File: config.mk
export PLATFORM = sky130hd
export DESIGN_NAME = evt_cascade_counter
export DESIGN_NICKNAME = d
export VERILOG_FILES = /design/src/rtl/evc_pkg.sv /design/src/rtl/evc_prescale.sv /design/src/rtl/evc_edge_detect.sv /design/src/rtl/evc_cascade.sv /design/src/rtl/evt_cascade_counter.sv
export SDC_FILE = /design/constraint.sdc
export NUM_CORES = 1
export LEC_CHECK = 0
export BUFFER_PORTS_ARGS = -buffer_cell sky130_fd_sc_hd__buf_2
export CAP_MARGIN = 20
export CORE_UTILIZATION = 55
export DETAILED_ROUTE_END_ITERATION = 6
export PLACE_DENSITY = 0.75
export SLEW_MARGIN = 20
export SYNTH_ARGS = -nofsm -noshare
export SYNTH_HDL_FRONTEND = slang
export SYNTH_SLANG_ARGS = --single-unit
File: constraint.sdc
create_clock -name clk_i -period 3.1 [get_ports clk_i]
set_clock_uncertainty 0.1 [all_clocks]
set_input_delay 0.62 -clock clk_i [delete_from_list [all_inputs] [get_ports clk_i]]
set_output_delay 0.62 -clock clk_i [all_outputs]
set_load 0.05 [all_outputs]
File: src/rtl/evc_pkg.sv
package evc_pkg;
  typedef enum logic [1:0] {
    SRC_PIN  = 2'b00,
    SRC_DIV2 = 2'b01,
    SRC_DIV4 = 2'b10,
    SRC_DIV8 = 2'b11
  } src_e;

  typedef enum logic [1:0] {
    EDG_FALL = 2'b00,
    EDG_RISE = 2'b01,
    EDG_BOTH = 2'b10,
    EDG_RSVD = 2'b11
  } edge_e;

  localparam int ADDR_CTRL = 0;
  localparam int ADDR_RUN  = 1;
  localparam int ADDR_FLAG = 2;
  localparam int ADDR_CLO  = 3;
  localparam int ADDR_CHI  = 4;

  localparam int NUM_TAPS  = 3;
endpackage

File: src/rtl/evc_prescale.sv
module evc_prescale #(
  parameter int NUM_TAPS = 3
) (
  input  logic                clk_i,
  input  logic                rst_ni,
  output logic [NUM_TAPS-1:0] tap_o
);
  logic [NUM_TAPS-1:0] div_q;

  always_ff @(posedge clk_i) begin
    if (!rst_ni) div_q <= '0;
    else         div_q <= div_q + 1'b1;
  end

  // tap k pulses once every 2^(k+1) cycles
  for (genvar k = 0; k < NUM_TAPS; k++) begin : g_tap
    assign tap_o[k] = &div_q[k:0];
  end
endmodule

File: src/rtl/evc_edge_detect.sv
module evc_edge_detect
  import evc_pkg::*;
#(
  parameter int SYNC_STAGES = 2
) (
  input  logic  clk_i,
  input  logic  rst_ni,
  input  logic  pin_i,
  input  edge_e edge_sel_i,
  output logic  hit_o
);
  logic [SYNC_STAGES-1:0] sync_q;
  logic                   prev_q;
  logic                   rise, fall;

  always_ff @(posedge clk_i) begin
    if (!rst_ni) begin
      sync_q <= '0;
      prev_q <= 1'b0;
    end else begin
      sync_q <= {sync_q[SYNC_STAGES-2:0], pin_i};
      prev_q <= sync_q[SYNC_STAGES-1];
    end
  end

  assign rise = sync_q[SYNC_STAGES-1] & ~prev_q;
  assign fall = ~sync_q[SYNC_STAGES-1] & prev_q;

  always_comb begin
    unique case (edge_sel_i)
      EDG_RISE: hit_o = rise;
      EDG_BOTH: hit_o = rise | fall;
      default:  hit_o = fall;
    endcase
  end
endmodule

File: src/rtl/evc_cascade.sv
module evc_cascade #(
  parameter int HALF_W = 8
) (
  input  logic              clk_i,
  input  logic              rst_ni,
  input  logic              tick_i,
  input  logic              split_i,
  input  logic              lo_run_i,
  input  logic              hi_run_i,
  input  logic              lo_keep_i,
  input  logic              hi_keep_i,
  output logic [HALF_W-1:0] cnt_lo_o,
  output logic [HALF_W-1:0] cnt_hi_o,
  output logic              wrap_o
);
  logic lo_adv, lo_carry, hi_adv;

  assign lo_adv   = tick_i & lo_run_i & lo_keep_i;
  assign lo_carry = lo_adv & (&cnt_lo_o);
  assign hi_adv   = hi_run_i & hi_keep_i & (split_i ? tick_i : lo_carry);
  assign wrap_o   = ~split_i & lo_carry & hi_adv & (&cnt_hi_o);

  always_ff @(posedge clk_i) begin
    if (!rst_ni)        cnt_lo_o <= '0;
    else if (!lo_keep_i) cnt_lo_o <= '0;
    else if (lo_adv)     cnt_lo_o <= cnt_lo_o + 1'b1;
  end

  always_ff @(posedge clk_i) begin
    if (!rst_ni)        cnt_hi_o <= '0;
    else if (!hi_keep_i) cnt_hi_o <= '0;
    else if (hi_adv)     cnt_hi_o <= cnt_hi_o + 1'b1;
  end
endmodule

File: src/rtl/evt_cascade_counter.sv
module evt_cascade_counter
  import evc_pkg::*;
#(
  parameter int HALF_W      = 8,
  parameter int DATA_W      = 8,
  parameter int ADDR_W      = 3,
  parameter int SYNC_STAGES = 2
) (
  input  logic              clk_i,
  input  logic              rst_ni,
  input  logic              gate_i,
  input  logic              evt_pin_i,
  input  logic              bus_wr_i,
  input  logic              bus_rd_i,
  input  logic [ADDR_W-1:0] bus_addr_i,
  input  logic [DATA_W-1:0] bus_wdata_i,
  output logic [DATA_W-1:0] bus_rdata_o,
  output logic              irq_o
);
  logic                split_q;
  src_e                src_q;
  edge_e               edge_q;
  logic                lo_run_q, hi_run_q, lo_keep_q, hi_keep_q;
  logic                ovf_q, req_q, ien_q;
  logic [NUM_TAPS-1:0] taps;
  logic                pin_hit, src_tick, tick;
  logic [HALF_W-1:0]   cnt_lo, cnt_hi;
  logic                wrap;
  logic                wr_ctrl, wr_run, wr_flag;
  logic [DATA_W-1:0]   rd_val;
  logic                unused_wdata;

  assign unused_wdata = ^bus_wdata_i[DATA_W-1:5];

  evc_prescale #(.NUM_TAPS(NUM_TAPS)) u_pre (
    .clk_i (clk_i),
    .rst_ni(rst_ni),
    .tap_o (taps)
  );

  evc_edge_detect #(.SYNC_STAGES(SYNC_STAGES)) u_edge (
    .clk_i     (clk_i),
    .rst_ni    (rst_ni),
    .pin_i     (evt_pin_i),
    .edge_sel_i(edge_q),
    .hit_o     (pin_hit)
  );

  always_comb begin
    unique case (src_q)
      SRC_PIN:  src_tick = pin_hit;
      SRC_DIV2: src_tick = taps[0];
      SRC_DIV4: src_tick = taps[1];
      default:  src_tick = taps[2];
    endcase
  end

  assign tick = src_tick & gate_i;

  evc_cascade #(.HALF_W(HALF_W)) u_cnt (
    .clk_i    (clk_i),
    .rst_ni   (rst_ni),
    .tick_i   (tick),
    .split_i  (split_q),
    .lo_run_i (lo_run_q),
    .hi_run_i (hi_run_q),
    .lo_keep_i(lo_keep_q),
    .hi_keep_i(hi_keep_q),
    .cnt_lo_o (cnt_lo),
    .cnt_hi_o (cnt_hi),
    .wrap_o   (wrap)
  );

  assign wr_ctrl = bus_wr_i && (bus_addr_i == ADDR_W'(ADDR_CTRL));
  assign wr_run  = bus_wr_i && (bus_addr_i == ADDR_W'(ADDR_RUN));
  assign wr_flag = bus_wr_i && (bus_addr_i == ADDR_W'(ADDR_FLAG));

  always_ff @(posedge clk_i) begin
    if (!rst_ni) begin
      split_q <= 1'b0;
      src_q   <= SRC_PIN;
      edge_q  <= EDG_FALL;
    end else if (wr_ctrl) begin
      split_q <= bus_wdata_i[0];
      src_q   <= src_e'(bus_wdata_i[2:1]);
      edge_q  <= edge_e'(bus_wdata_i[4:3]);
    end
  end

  always_ff @(posedge clk_i) begin
    if (!rst_ni) begin
      {hi_keep_q, lo_keep_q, hi_run_q, lo_run_q} <= '0;
    end else if (wr_run) begin
      {hi_keep_q, lo_keep_q, hi_run_q, lo_run_q} <= bus_wdata_i[3:0];
    end
  end

  // flags: write 0 clears, write 1 ignored; a new wrap wins
  always_ff @(posedge clk_i) begin
    if (!rst_ni) begin
      ovf_q <= 1'b0;
      req_q <= 1'b0;
      ien_q <= 1'b0;
    end else begin
      ovf_q <= wrap | (ovf_q & ~(wr_flag & ~bus_wdata_i[0]));
      req_q <= wrap | (req_q & ~(wr_flag & ~bus_wdata_i[1]));
      if (wr_flag) ien_q <= bus_wdata_i[2];
    end
  end

  assign irq_o = req_q & ien_q;

  always_comb begin
    rd_val = '0;
    case (bus_addr_i)
      ADDR_W'(ADDR_CTRL): rd_val[4:0] = {edge_q, src_q, split_q};
      ADDR_W'(ADDR_RUN):  rd_val[3:0] = {hi_keep_q, lo_keep_q, hi_run_q, lo_run_q};
      ADDR_W'(ADDR_FLAG): rd_val[2:0] = {ien_q, req_q, ovf_q};
      ADDR_W'(ADDR_CLO):  rd_val[HALF_W-1:0] = cnt_lo;
      ADDR_W'(ADDR_CHI):  rd_val[HALF_W-1:0] = cnt_hi;
      default:            rd_val = '0;
    endcase
  end

  always_ff @(posedge clk_i) begin
    if (!rst_ni)       bus_rdata_o <= '0;
    else if (bus_rd_i) bus_rdata_o <= rd_val;
  end
endmodule

# Yosys cells after proc, flatten, opt, wreduce, memory -nomap -nowiden
# Index checks and enable logic that the tools add are counted.
# totals
output_inout_bits,9
in_bits,17
reg_bits,42
word_cells,71
# op_classes
add_sub_neg,3
reduce_logical,11
bitwise,26
n_eq_ne,8
mux,7
# op_table
op,n
$add 8x1->8 const B,2
$and 1x1->1,16
$reduce_and 8->1,2
$pmux 3 s5,1
$not 1->1,7
$eq 3x2->1 const B,2
$pmux 1 s3,2
$pmux 3 s2,1
$reduce_and 2->1,3
$eq 2x1->1 const B,2
$eq 2x2->1 const B,2
$pmux 1 s4,1
$add 3x1->3 const B,1
$eq 3x1->1 const B,1
$eq 3x3->1 const B,1
$logic_and 1x1->1,3
$logic_not 3->1,1
$or 1x1->1,3
$reduce_and 3->1,1
$logic_not 2->1,1
$pmux 1 s2,1
$mux 1,1

# Longest topological paths before layout
# Gate-level depths: netlist (run 1).
# depth
depth_word,14
mapped_depth,9
mapped_depth_nobuf,7

# Modules after synthesis
# A second synthesis (run 1) with hierarchy kept.
# unflattened
hier_cells,223
hier_area_um2,2115.8
# by_module_without_submodules
module,instances,cells_each,area_per_inst_um2
evt_cascade_counter,1,104,1038.5
evc_cascade,1,91,788.3
evc_edge_detect,1,19,170.2
evc_prescale,1,9,118.9

# Worst setup path before layout (run 1)
# Ideal clock, no wire load.
# synth_timing
path_type,register to register
from,register u_edge.prev_q
to,register u_cnt.cnt_lo_o[5]
slack_ps,1078
arrival_time_ps,1851
setup_ps,71
stages_incl_launch_ff,9
cell_sequence,dfxtp_1 -> inv_1 -> ha_1 -> or2b_2 -> nand3_1 -> a32oi_2 -> buf_6 -> or4_1 -> a21oi_1
# synth_via
elab_chain_len,8
elab_cells_between_ends,9
cone_classes,mux (2); bitwise (7)
# synth_rtl
item,line,source
start: declaration,evc_edge_detect.sv:13,logic prev_q;
start signal: assignment,evc_edge_detect.sv:22,prev_q <= sync_q[SYNC_STAGES-1];
$not 1->1,evc_edge_detect.sv:26,assign rise = sync_q[SYNC_STAGES-1] & ~prev_q;
$and 1x1->1,evc_edge_detect.sv:26,
$or 1x1->1,evc_edge_detect.sv:32,EDG_BOTH: hit_o = rise | fall;
$pmux 1 s2 (*),evc_edge_detect.sv:30,unique case (edge_sel_i)
$pmux 1 s3 (*),evt_cascade_counter.sv:50,unique case (src_q)
$and 1x1->1 (*),evt_cascade_counter.sv:58,assign tick = src_tick & gate_i;
$and 1x1->1 (*) (2 in a row),evc_cascade.sv:18,assign lo_adv = tick_i & lo_run_i & lo_keep_i;
end signal: assignment,evc_cascade.sv:26,else if (lo_adv) cnt_lo_o <= cnt_lo_o + 1'b1;
end: declaration,evc_cascade.sv:12,"output logic [HALF_W-1:0] cnt_lo_o,"
# Mark *: on every way between the ends. The rest lies on a longest branch, timed or not.
# A chain may end at the register's enable or synchronous reset.

# Final worst setup path (run 1)
# layout_timing
from,register u_edge.prev_q
to,register u_cnt.cnt_hi_o[2]
# layout_via
elab_chain_len,11
elab_cells_between_ends,12
cone_classes,mux (3); bitwise (9)
# layout_rtl
item,line,source
$not 1->1,evc_edge_detect.sv:26,
$and 1x1->1,evc_edge_detect.sv:26,
$or 1x1->1,evc_edge_detect.sv:32,
$pmux 1 s2 (*),evc_edge_detect.sv:30,
$pmux 1 s3 (*),evt_cascade_counter.sv:50,
$and 1x1->1 (*),evt_cascade_counter.sv:58,
$and 1x1->1 (2 in a row),evc_cascade.sv:18,
$and 1x1->1,evc_cascade.sv:19,assign lo_carry = lo_adv & (&cnt_lo_o);
$mux 1 (*),evc_cascade.sv:20,assign hi_adv = hi_run_i & hi_keep_i & (split_i ? tick_i : lo_carry);
$and 1x1->1 (*),evc_cascade.sv:20,
end signal: assignment,evc_cascade.sv:32,else if (hi_adv) cnt_hi_o <= cnt_hi_o + 1'b1;
end: declaration,evc_cascade.sv:13,"output logic [HALF_W-1:0] cnt_hi_o,"
# Marked as above.

==> results of run 1 <==
## power breakdown
group / switching, µW / total, µW / internal [µW]
logic: 66.9 / 98.0 / 31.1
clock network: 179 / 522 / 343
registers: 7.93 / 560 / 552
## registers in the layout, indices dropped and copies added, names as in the netlist
| name | count |
|---|---|
| bus_rdata_o | 8 |
| edge_q | 2 |
| hi_keep_q | 1 |
| hi_run_q | 1 |
| ien_q | 1 |
| lo_keep_q | 1 |
| lo_run_q | 1 |
| ovf_q | 1 |
| req_q | 1 |
| split_q | 1 |
| src_q | 2 |
| u_cnt.cnt_hi_o | 8 |
| u_cnt.cnt_lo_o | 8 |
| u_edge.prev_q | 1 |
| u_edge.sync_q | 2 |
| u_pre.div_q | 3 |
## placed cells by master, fill, tap and decap left out, types with 2 or more instances in the layout
master / synthesis / final
a211oi_1: 8 / 8
a21oi_1: 17 / 17
a22oi_1: 2 / 2
a31oi_1: 3 / 3
a32oi_1: 3 / 3
and2_1: 8 / 8
and3_1: 4 / 4
buf_2: 1 / 22
buf_4: 0 / 2
bufinv_16: 0 / 2
clkbuf_8: 1 / 6
dfxtp_1: 42 / 42
ha_1: 8 / 8
inv_1: 9 / 9
mux2i_1: 13 / 13
nand2_1: 18 / 18
nand2b_1: 4 / 4
nand3_1: 11 / 11
nand4_1: 3 / 3
nor2_1: 29 / 29
nor2b_1: 2 / 2
nor4_1: 2 / 2
o21ai_0: 14 / 14
o311ai_0: 3 / 3
o31ai_1: 6 / 6
or3_2: 2 / 2
or4_1: 5 / 5
## cell type report
| class | instances | share of cell area, % |
|---|---|---|
| multi-input combinational | 182 | 49.71 |
| sequential | 42 | 35.16 |
| timing repair buffer | 24 | 5.233 |
| clock buffer | 6 | 3.454 |
| clock inverter | 2 | 2.512 |
| tap | 48 | 2.512 |
| inverter | 9 | 1.413 |
## critical path, stage by stage (launching register included)
cell and delay, ns:
dfxtp_1 0.34, inv_1 0.05, ha_1 0.27, or2b_2 0.28, nand3_1 0.13, a32oi_2 0.06
buf_4 0.22, or4_1 0.51, a21oi_1 0.16
## per-layer routing
| layer | global-route usage (%) | vias up | routed length [µm] |
|---|---|---|---|
| met5 | 0 | - | 0 |
| met4 | 5.000 | 0 | 32 |
| met3 | 5.893 | 6 | 154 |
| met2 | 37.90 | 35 | 2035 |
| met1 | 32.31 | 856 | 2246 |
| li1 | - | 935 | - |
## worst paths after layout
check	startpoint	to	slack, ns	cells after the start
worst min-delay path	u_edge.sync_q[0]	u_edge.sync_q[1]	0.36	1
worst max register to register	u_edge.prev_q	u_cnt.cnt_hi_o[2]	0.90	8
worst max-delay path	u_edge.prev_q	u_cnt.cnt_hi_o[2]	0.90	8
worst min register to register	u_edge.sync_q[0]	u_edge.sync_q[1]	0.36	1
## stage by stage
step / cell area (µm²) / power [µW]
floorplan: 2127 / 643.5
global placement: 2248 / 667.5
detailed placement: 2248 / 670.5
CTS: 2391 / 1194
global route: 2391 / 1230
finish: 2391 / 1180
## kinds of logic (layout without fill, tap and decap cells)
logic type      count (synthesis)  count (layout)  synth area share (%)
simple gates                   97              97                 24.00
fa+ha+maj                       8               8                 4.706
compound gates                 62              62                 19.47
buf+inv                        21              41                 4.588
mux                            15              15                 7.706
flops                          42              42                 39.53
==> flow_summary.json, run 1 <==
{
  "ant_nets": 0,
  "critPathKind": "register to register",
  "hpwl_um": 3321,
  "maxCapViolCount": 0,
  "holdBufCountCts": 0,
  "max_freq_ghz": 0.4547,
  "cts_made_buffers": 5,
  "dp_slack_ns": 0.9363,
  "synth_common_cells": "42 x dfxtp_1, 29 x nor2_1, 18 x nand2_1, 17 x a21oi_1, 14 x o21ai_0",
  "multi_input_area_mm2": 0.001189,
  "slew_violations": 0,
  "path_max_fanout": 23,
  "rows": 22,
  "fin_hold_ws_ns": 0.3577,
  "fin_ws_ns": 0.9006,
  "fin_crit_sh_pct": 70.95,
  "cts.repair.resized": 0,
  "worst_slew_pin_slew_ns": 0.9064,
  "min_path_type": "register to register",
  "async_flop_share_pct": 0,
  "tns_ns": 0,
  "die_x_um": 64.19,
  "grt_max_degree": 24,
  "drive_above_1_share_pct": 15.85,
  "wl_per_cell_um": 14.28,
  "worst_ep_required_time_ns": 3.23,
  "numPortBuffers": 22,
  "synthTopCellsByArea": "dfxtp_1 40%, mux2i_1 6.1%, nor2_1 5.1%, ha_1 4.7%, a21oi_1 4.0%",
  "htree_levels": 2,
  "antenna_found_initial": 0,
  "fillerInstances": 329,
  "ir_drop_uv": 264.5,
  "grt_pass1_vias": 1664,
  "run_status": "finished clean",
  "ys_types": 45,
  "finalNetCount": 289,
  "setup_viol": 0,
  "drt-pass1-iter-count": 4,
  "grt_pass1_wl_um": 7693,
  "fin_crit_ns": 2.199,
  "synth_seq_cells": 42,
  "utilization_pct": 64.82,
  "n_antenna_cell": 0,
  "critPathCaptureType": "register",
  "synth_top_area_cell": "dfxtp_1",
  "rsz0062_at_grt": "false",
  "synthesis.area_mm2": 0.002127,
  "cts_num_sinks": 42,
  "relSlewSlack_pct": 39.29,
  "core_mm2": 0.003689,
  "num_io_pins": 26,
  "post-cts-setup-buffers": 0,
  "postSynthAreaPerCell_um2": 8.682,
  "start_util_pct": 57.67,
  "place.gp.congestion": 0.8952,
  "place_inst": 305,
  "drt_iter0_drc": 132,
  "ys_seq_area_share_pct": 39.53,
  "syn_nets": 270,
  "die_area_mm2": 0.004120,
  "synth_flop_cell": "dfxtp_1",
  "p_per_area_mw_per_mm2": 493.6,
  "overflow": 0,
  "ys_warn_count": 0,
  "synth.top_cell.area_share_pct": 39.53,
  "drc": 0,
  "synth_edf_count": 0,
  "start_kind": "register",
  "hold_viol": 0,
  "wl_um": 4469,
  "worst_ep_arrival_time_ns": 2.33,
  "area_growth_pct": 12.41,
  "cts_tree": "built",
  "track_usage_pct": 23.75,
  "seqCellArea_um2": 840.8,
  "avgViaCountPerCell": 5.853,
  "cts_buffer_depth": 2,
  "clock_latency_ns": 0.29,
  "vias": 1832,
  "yosysMostFrequentCell": "dfxtp_1",
  "cts.reportedPaths.clkPinSlew_ns": 0.08,
  "postSynthCellCount": 245,
  "leakage_uw": 0.0008892,
  "fin_cells": 313,
  "clock-root-buffer": "clkbuf_8",
  "dieHeight_um": 64.19
}
(Power assumes the default switching activity.)
==> inputs of run 2 (changes only) <==
clock period = 2.2 ns   (was 3.1 ns; I/O delays follow)
==> flow_summary.json, run 2 (synthesis gave the netlist of run 1 again) <==
{
  "n_antenna_cell": 0,
  "multi_input_area_mm2": 0.001220,
  "grt_max_degree": 24,
  "track_usage_pct": 25.30,
  "start_util_pct": 57.67,
  "critPathCaptureType": "register",
  "fillerInstances": 300,
  "avgViaCountPerCell": 5.825,
  "area_growth_pct": 15.47,
  "dp_slack_ns": 0.04200,
  "worst_slew_pin_slew_ns": 0.6805,
  "finalNetCount": 296,
  "cts_num_sinks": 42,
  "place_inst": 312,
  "p_comb_share_pct": 9.5,
  "path_max_fanout": 23,
  "p_per_area_mw_per_mm2": 624.0,
  "clock_latency_ns": 0.30,
  "cpLargestDelayFamily": "simple AND/OR/NAND/NOR gates",
  "max_freq_ghz": 0.4651,
  "drive_above_1_share_pct": 19.85,
  "fin_crit_sh_pct": 97.74,
  "grt_pass1_vias": 1674,
  "setup_viol": 0,
  "r2r_start": "u_edge.prev_q",
  "path_cells": "inv_1 -> ha_1 -> or2b_2 -> nand3_2 -> a32oi_2 -> buf_12 -> or4_1 -> a21oi_2",
  "m1WireLength_um": 2255,
  "min_path_type": "input pin to register",
  "slowest_delay_ns": 0.53,
  "post-cts-setup-buffers": 0,
  "highest_layer": "met4",
  "numPortBuffers": 22,
  "core_mm2": 0.003689,
  "fin_crit_ns": 2.150,
  "antenna_found_initial": 0,
  "critPathKind": "register to register",
  "wl_um": 4681,
  "rows": 22,
  "ir_drop_uv": 341.3,
  "drt-pass1-iter-count": 4,
  "cts_tree": "built",
  "clock-root-buffer": "clkbuf_8",
  "largestRegisters": "bus_rdata_o: 8 flops, u_cnt.cnt_hi_o: 8 flops, u_cnt.cnt_lo_o: 8 flops",
  "slew_violations": 0,
  "netSwitchingPower_uw": 366.7,
  "num_io_pins": 26,
  "layout_commonest_cell": "dfxtp_1",
  "hold_end": "u_edge.sync_q[0]",
  "clock_power_share_pct": 39.0,
  "swShare_pct": 23.93,
  "relSlewSlack_pct": 54.58,
  "vias": 1864,
  "wl_met2_um": 2179,
  "dr_wl_met3_um": 196,
  "maxCapViolCount": 0,
  "htree_levels": 2,
  "final_cell_mix": "41 x dfxtp_1, 29 x nor2_1, 22 x buf_2",
  "finalPower_uw": 1533,
  "overflow": 0,
  "drc": 0,
  "hold_viol": 0,
  "cts.reportedPaths.clkPinSlew_ns": 0.08,
  "ant_nets": 0,
  "hold_path_depth": 2,
  "reg2reg_slack_ns": 0.05,
  "internal-power_uw": 1166,
  "reg2regPathDepth": 8,
  "leakage_uw": 0.0009145,
  "tns_ns": 0,
  "run_status": "finished clean",
  "seqCellArea_um2": 842.1,
  "drt_iter0_drc": 94,
  "cts_made_buffers": 5,
  "grt_pass1_wl_um": 8017,
  "worst_ep_required_time_ns": 2.33,
  "p_seq_share_pct": 51.5,
  "utilization_pct": 66.59,
  "cts_buffer_depth": 2,
  "worst_ep_arrival_time_ns": 2.28,
  "fin_cells": 320,
  "hold_start": "evt_pin_i",
  "die_area_mm2": 0.004120,
  "worstReg2RegEnd": "u_cnt.cnt_hi_o[4]",
  "die_x_um": 64.19,
  "place.gp.congestion": 0.8492,
  "wl_per_cell_um": 14.63,
  "cp_slowest_cell": "or4_1",
  "start_kind": "register",
  "dieHeight_um": 64.19,
  "cp_num_buf_inv": 2,
  "fin_ws_ns": 0.04970,
  "hpwl_um": 3443
}
run 2: changes by cell type in the layout (fill, tap and decap cells not counted), sizes merged:
| cell | change |
|---|---|
| buf | +7 |
| bufinv | -1 |
| clkinvlp | +1 |
run 2: per-stage QoR:
stage	hold slack [ns]	area (µm²)
after global routing	0.2494	2456
after CTS	0.2484	2424
after detailed placement	0.3323	2313
after floorplan	0.3118	2127
final	0.2527	2456
after global placement	0.3207	2313
run 2: final cells by class:
type / instances / share of cell area [%]
Multi-Input combinational cell: 182 / 49.67
Sequential cell: 42 / 34.28
Timing Repair Buffer: 31 / 7.743
Clock buffer: 6 / 2.955
Tap cell: 48 / 2.445
Clock inverter: 2 / 1.528
Inverter: 9 / 1.375
run 2: what timing repair did:
item,4_1_cts,5_1_grt
gates resized for setup,0,6
endpoints found under the hold margin,0,0
endpoints found under the setup margin,0,10
hold buffers,0,0
run 2: power groups by stage:
stage / sequential (µW) / combinational (µW) / clock [µW]
global placement: 806 / 141 / 0
detailed placement: 807 / 144 / 0
CTS: 789 / 144 / 616
floorplan: 832 / 74.7 / 0
finish: 789 / 146 / 597
global route: 792 / 161 / 647
run 2: worst max path at each step:
stage                     cells past startpoint           from  slack (ns)                 to
after CTS                                     8  u_edge.prev_q        0.03  u_cnt.cnt_hi_o[4]
after global placement                        8  u_edge.prev_q        0.10  u_cnt.cnt_lo_o[5]
after floorplan                               8  u_edge.prev_q        0.18  u_cnt.cnt_lo_o[5]
after detailed placement                      8  u_edge.prev_q        0.04  u_cnt.cnt_hi_o[4]
after global routing                          8  u_edge.prev_q       -0.04  u_cnt.cnt_hi_o[4]
final                                         8  u_edge.prev_q        0.05  u_cnt.cnt_hi_o[4]
run 2: per-layer routing:
layer	global-route usage, %	up-vias
li1	-	954
met1	33.66	861
met2	40.82	43
met3	5.357	6
met4	7.778	0
met5	0	-
==> inputs of run 3 (changes only) <==
BUFFER_PORTS_ARGS = default   (was -buffer_cell sky130_fd_sc_hd__buf_2)
DONT_BUFFER_PORTS = 1   (was default)
PLACE_DENSITY = 0.69   (was 0.75)
==> flow_summary.json, run 3 (synthesis gave the netlist of run 1 again) <==
{
  "wl_per_cell_um": 15.14,
  "start_kind": "register",
  "die_area_mm2": 0.004120,
  "grt_pass1_vias": 1632,
  "min_path_type": "input pin to register",
  "rows": 22,
  "dieHeight_um": 64.19,
  "hold_viol": 0,
  "p_per_area_mw_per_mm2": 638.5,
  "ant_nets": 0,
  "die_x_um": 64.19,
  "overflow": 0,
  "postPlaceCellArea_mm2": 0.002206,
  "max_freq_ghz": 0.4724,
  "clock-root-buffer": "clkbuf_8",
  "n_antenna_cell": 0,
  "setup_viol": 0,
  "ir_drop_uv": 432.0,
  "multi_input_area_mm2": 0.001204,
  "fin_crit_ns": 2.117,
  "numPortBuffers": 0,
  "drc": 0,
  "run_status": "finished clean",
  "start_util_pct": 57.67,
  "track_usage_pct": 23.57,
  "cts_tree": "built",
  "drt-pass1-iter-count": 5,
  "slowest_delay_ns": 0.51,
  "final_cell_mix": "41 x dfxtp_1, 29 x nor2_1, 18 x nand2_1",
  "finalNetCount": 278,
  "critPathKind": "register to register",
  "hpwl_um": 3362,
  "seqCellArea_um2": 842.1,
  "drt_iter0_drc": 110,
  "cts_buffer_depth": 2,
  "worst_ep_required_time_ns": 2.33,
  "cts.reportedPaths.clkPinSlew_ns": 0.08,
  "layout_commonest_cell": "dfxtp_1",
  "fillerInstances": 312,
  "relSlewSlack_pct": 53.95,
  "grt_max_degree": 23,
  "cts_made_buffers": 5,
  "grt_pass1_wl_um": 7486,
  "place.gp.congestion": 0.8476,
  "path_max_fanout": 10,
  "critPathCaptureType": "register",
  "drive_above_1_share_pct": 13.39,
  "num_io_pins": 26,
  "holdBufCountCts": 0,
  "largestRegisters": "bus_rdata_o: 8 flops, u_cnt.cnt_hi_o: 8 flops, u_cnt.cnt_lo_o: 8 flops",
  "core_mm2": 0.003689,
  "worst_slew_pin_slew_ns": 0.6899,
  "wl_um": 4573,
  "vias": 1786,
  "cp_slowest_cell": "or4_1",
  "maxCapViolCount": 0,
  "area_growth_pct": 10.59,
  "cts_num_sinks": 42,
  "path_cells": "inv_1 -> ha_1 -> a221oi_2 -> a32oi_2 -> buf_6 -> or4_1 -> a21oi_1",
  "antenna_found_initial": 0,
  "finalPower_uw": 1502,
  "clock_latency_ns": 0.30,
  "htree_levels": 2,
  "worst_ep_arrival_time_ns": 2.24,
  "slew_violations": 0,
  "reg2reg_slack_ns": 0.08,
  "rsz0062_at_grt": "true",
  "avgViaCountPerCell": 5.914,
  "utilization_pct": 63.77,
  "leakage_uw": 0.0008293,
  "stdcell_area_mm2": 0.002352,
  "fin_crit_sh_pct": 96.23
}
==> run 3: changes by cell type in the layout (fill, tap and decap cells not counted), sizes merged <==
cell / before / now
buf: 31 / 13
==> run 3: repair_timing <==
item,CTS,global route
setup buffers,0,1
gates resized for setup,0,6
endpoints found under the setup margin,0,9
==> run 3: metal layers <==
metal / up-vias / track usage (%) / share of wire [%]
met1: 817 / 30.59 / 48
met2: 39 / 38.43 / 45
met3: 7 / 6.250 / 6.0
met5: - / 0 / 0
met4: 0 / 6.389 / 0.98
li1: 923 / - / -
==> run 3: layout make-up <==
cell class | count | area share (%)
Inverter | 9 | 1.436
Tap cell | 48 | 2.553
Clock buffer | 6 | 3.085
Timing Repair Buffer | 13 | 4.362
Multi-Input combinational cell | 182 | 51.17
Clock inverter | 2 | 1.596
Sequential cell | 42 | 35.80
==> run 3: worst paths after layout <==
path,cells after the start,endpoint,from
setup / recovery,7,u_cnt.cnt_hi_o[2],edge_q[0]
setup reg to reg,7,u_cnt.cnt_hi_o[2],edge_q[0]
hold reg to reg,1,u_edge.sync_q[1],u_edge.sync_q[0]
hold / removal,1,bus_rdata_o[6],bus_rd_i
==> run 3: worst max-delay path, delay by kind of cell (launching register included) <==
family	cells	cell delay, ns
adders and majority gates	1	0.31
AOI/OAI and AO/OA	3	0.57
DFF	1	0.33
and+or+nand+nor	1	0.51
buffers and inverters	2	0.22
==> run 3: per-stage QoR <==
step,setup slack (ns),TNS (ns),cells,hold slack [ns]
2_1_floorplan,0.1781,0,245,0.3118
3_3_place_gp,0.07940,0,292,0.3282
3_5_place_dp,0.07468,0,292,0.3300
4_1_cts,0.04416,0,300,0.1176
5_1_grt,-0.05112,-0.1602,302,0.1166
6_report,0.08295,0,302,0.1250
==> run 3: report_power, final <==
part	leakage [µW]	internal, µW	switching (µW)
registers	0.000342	778	37.9
logic	0.000436	39.2	45.4
clock network	0.0000514	339	263
total	0.000829	1160	346
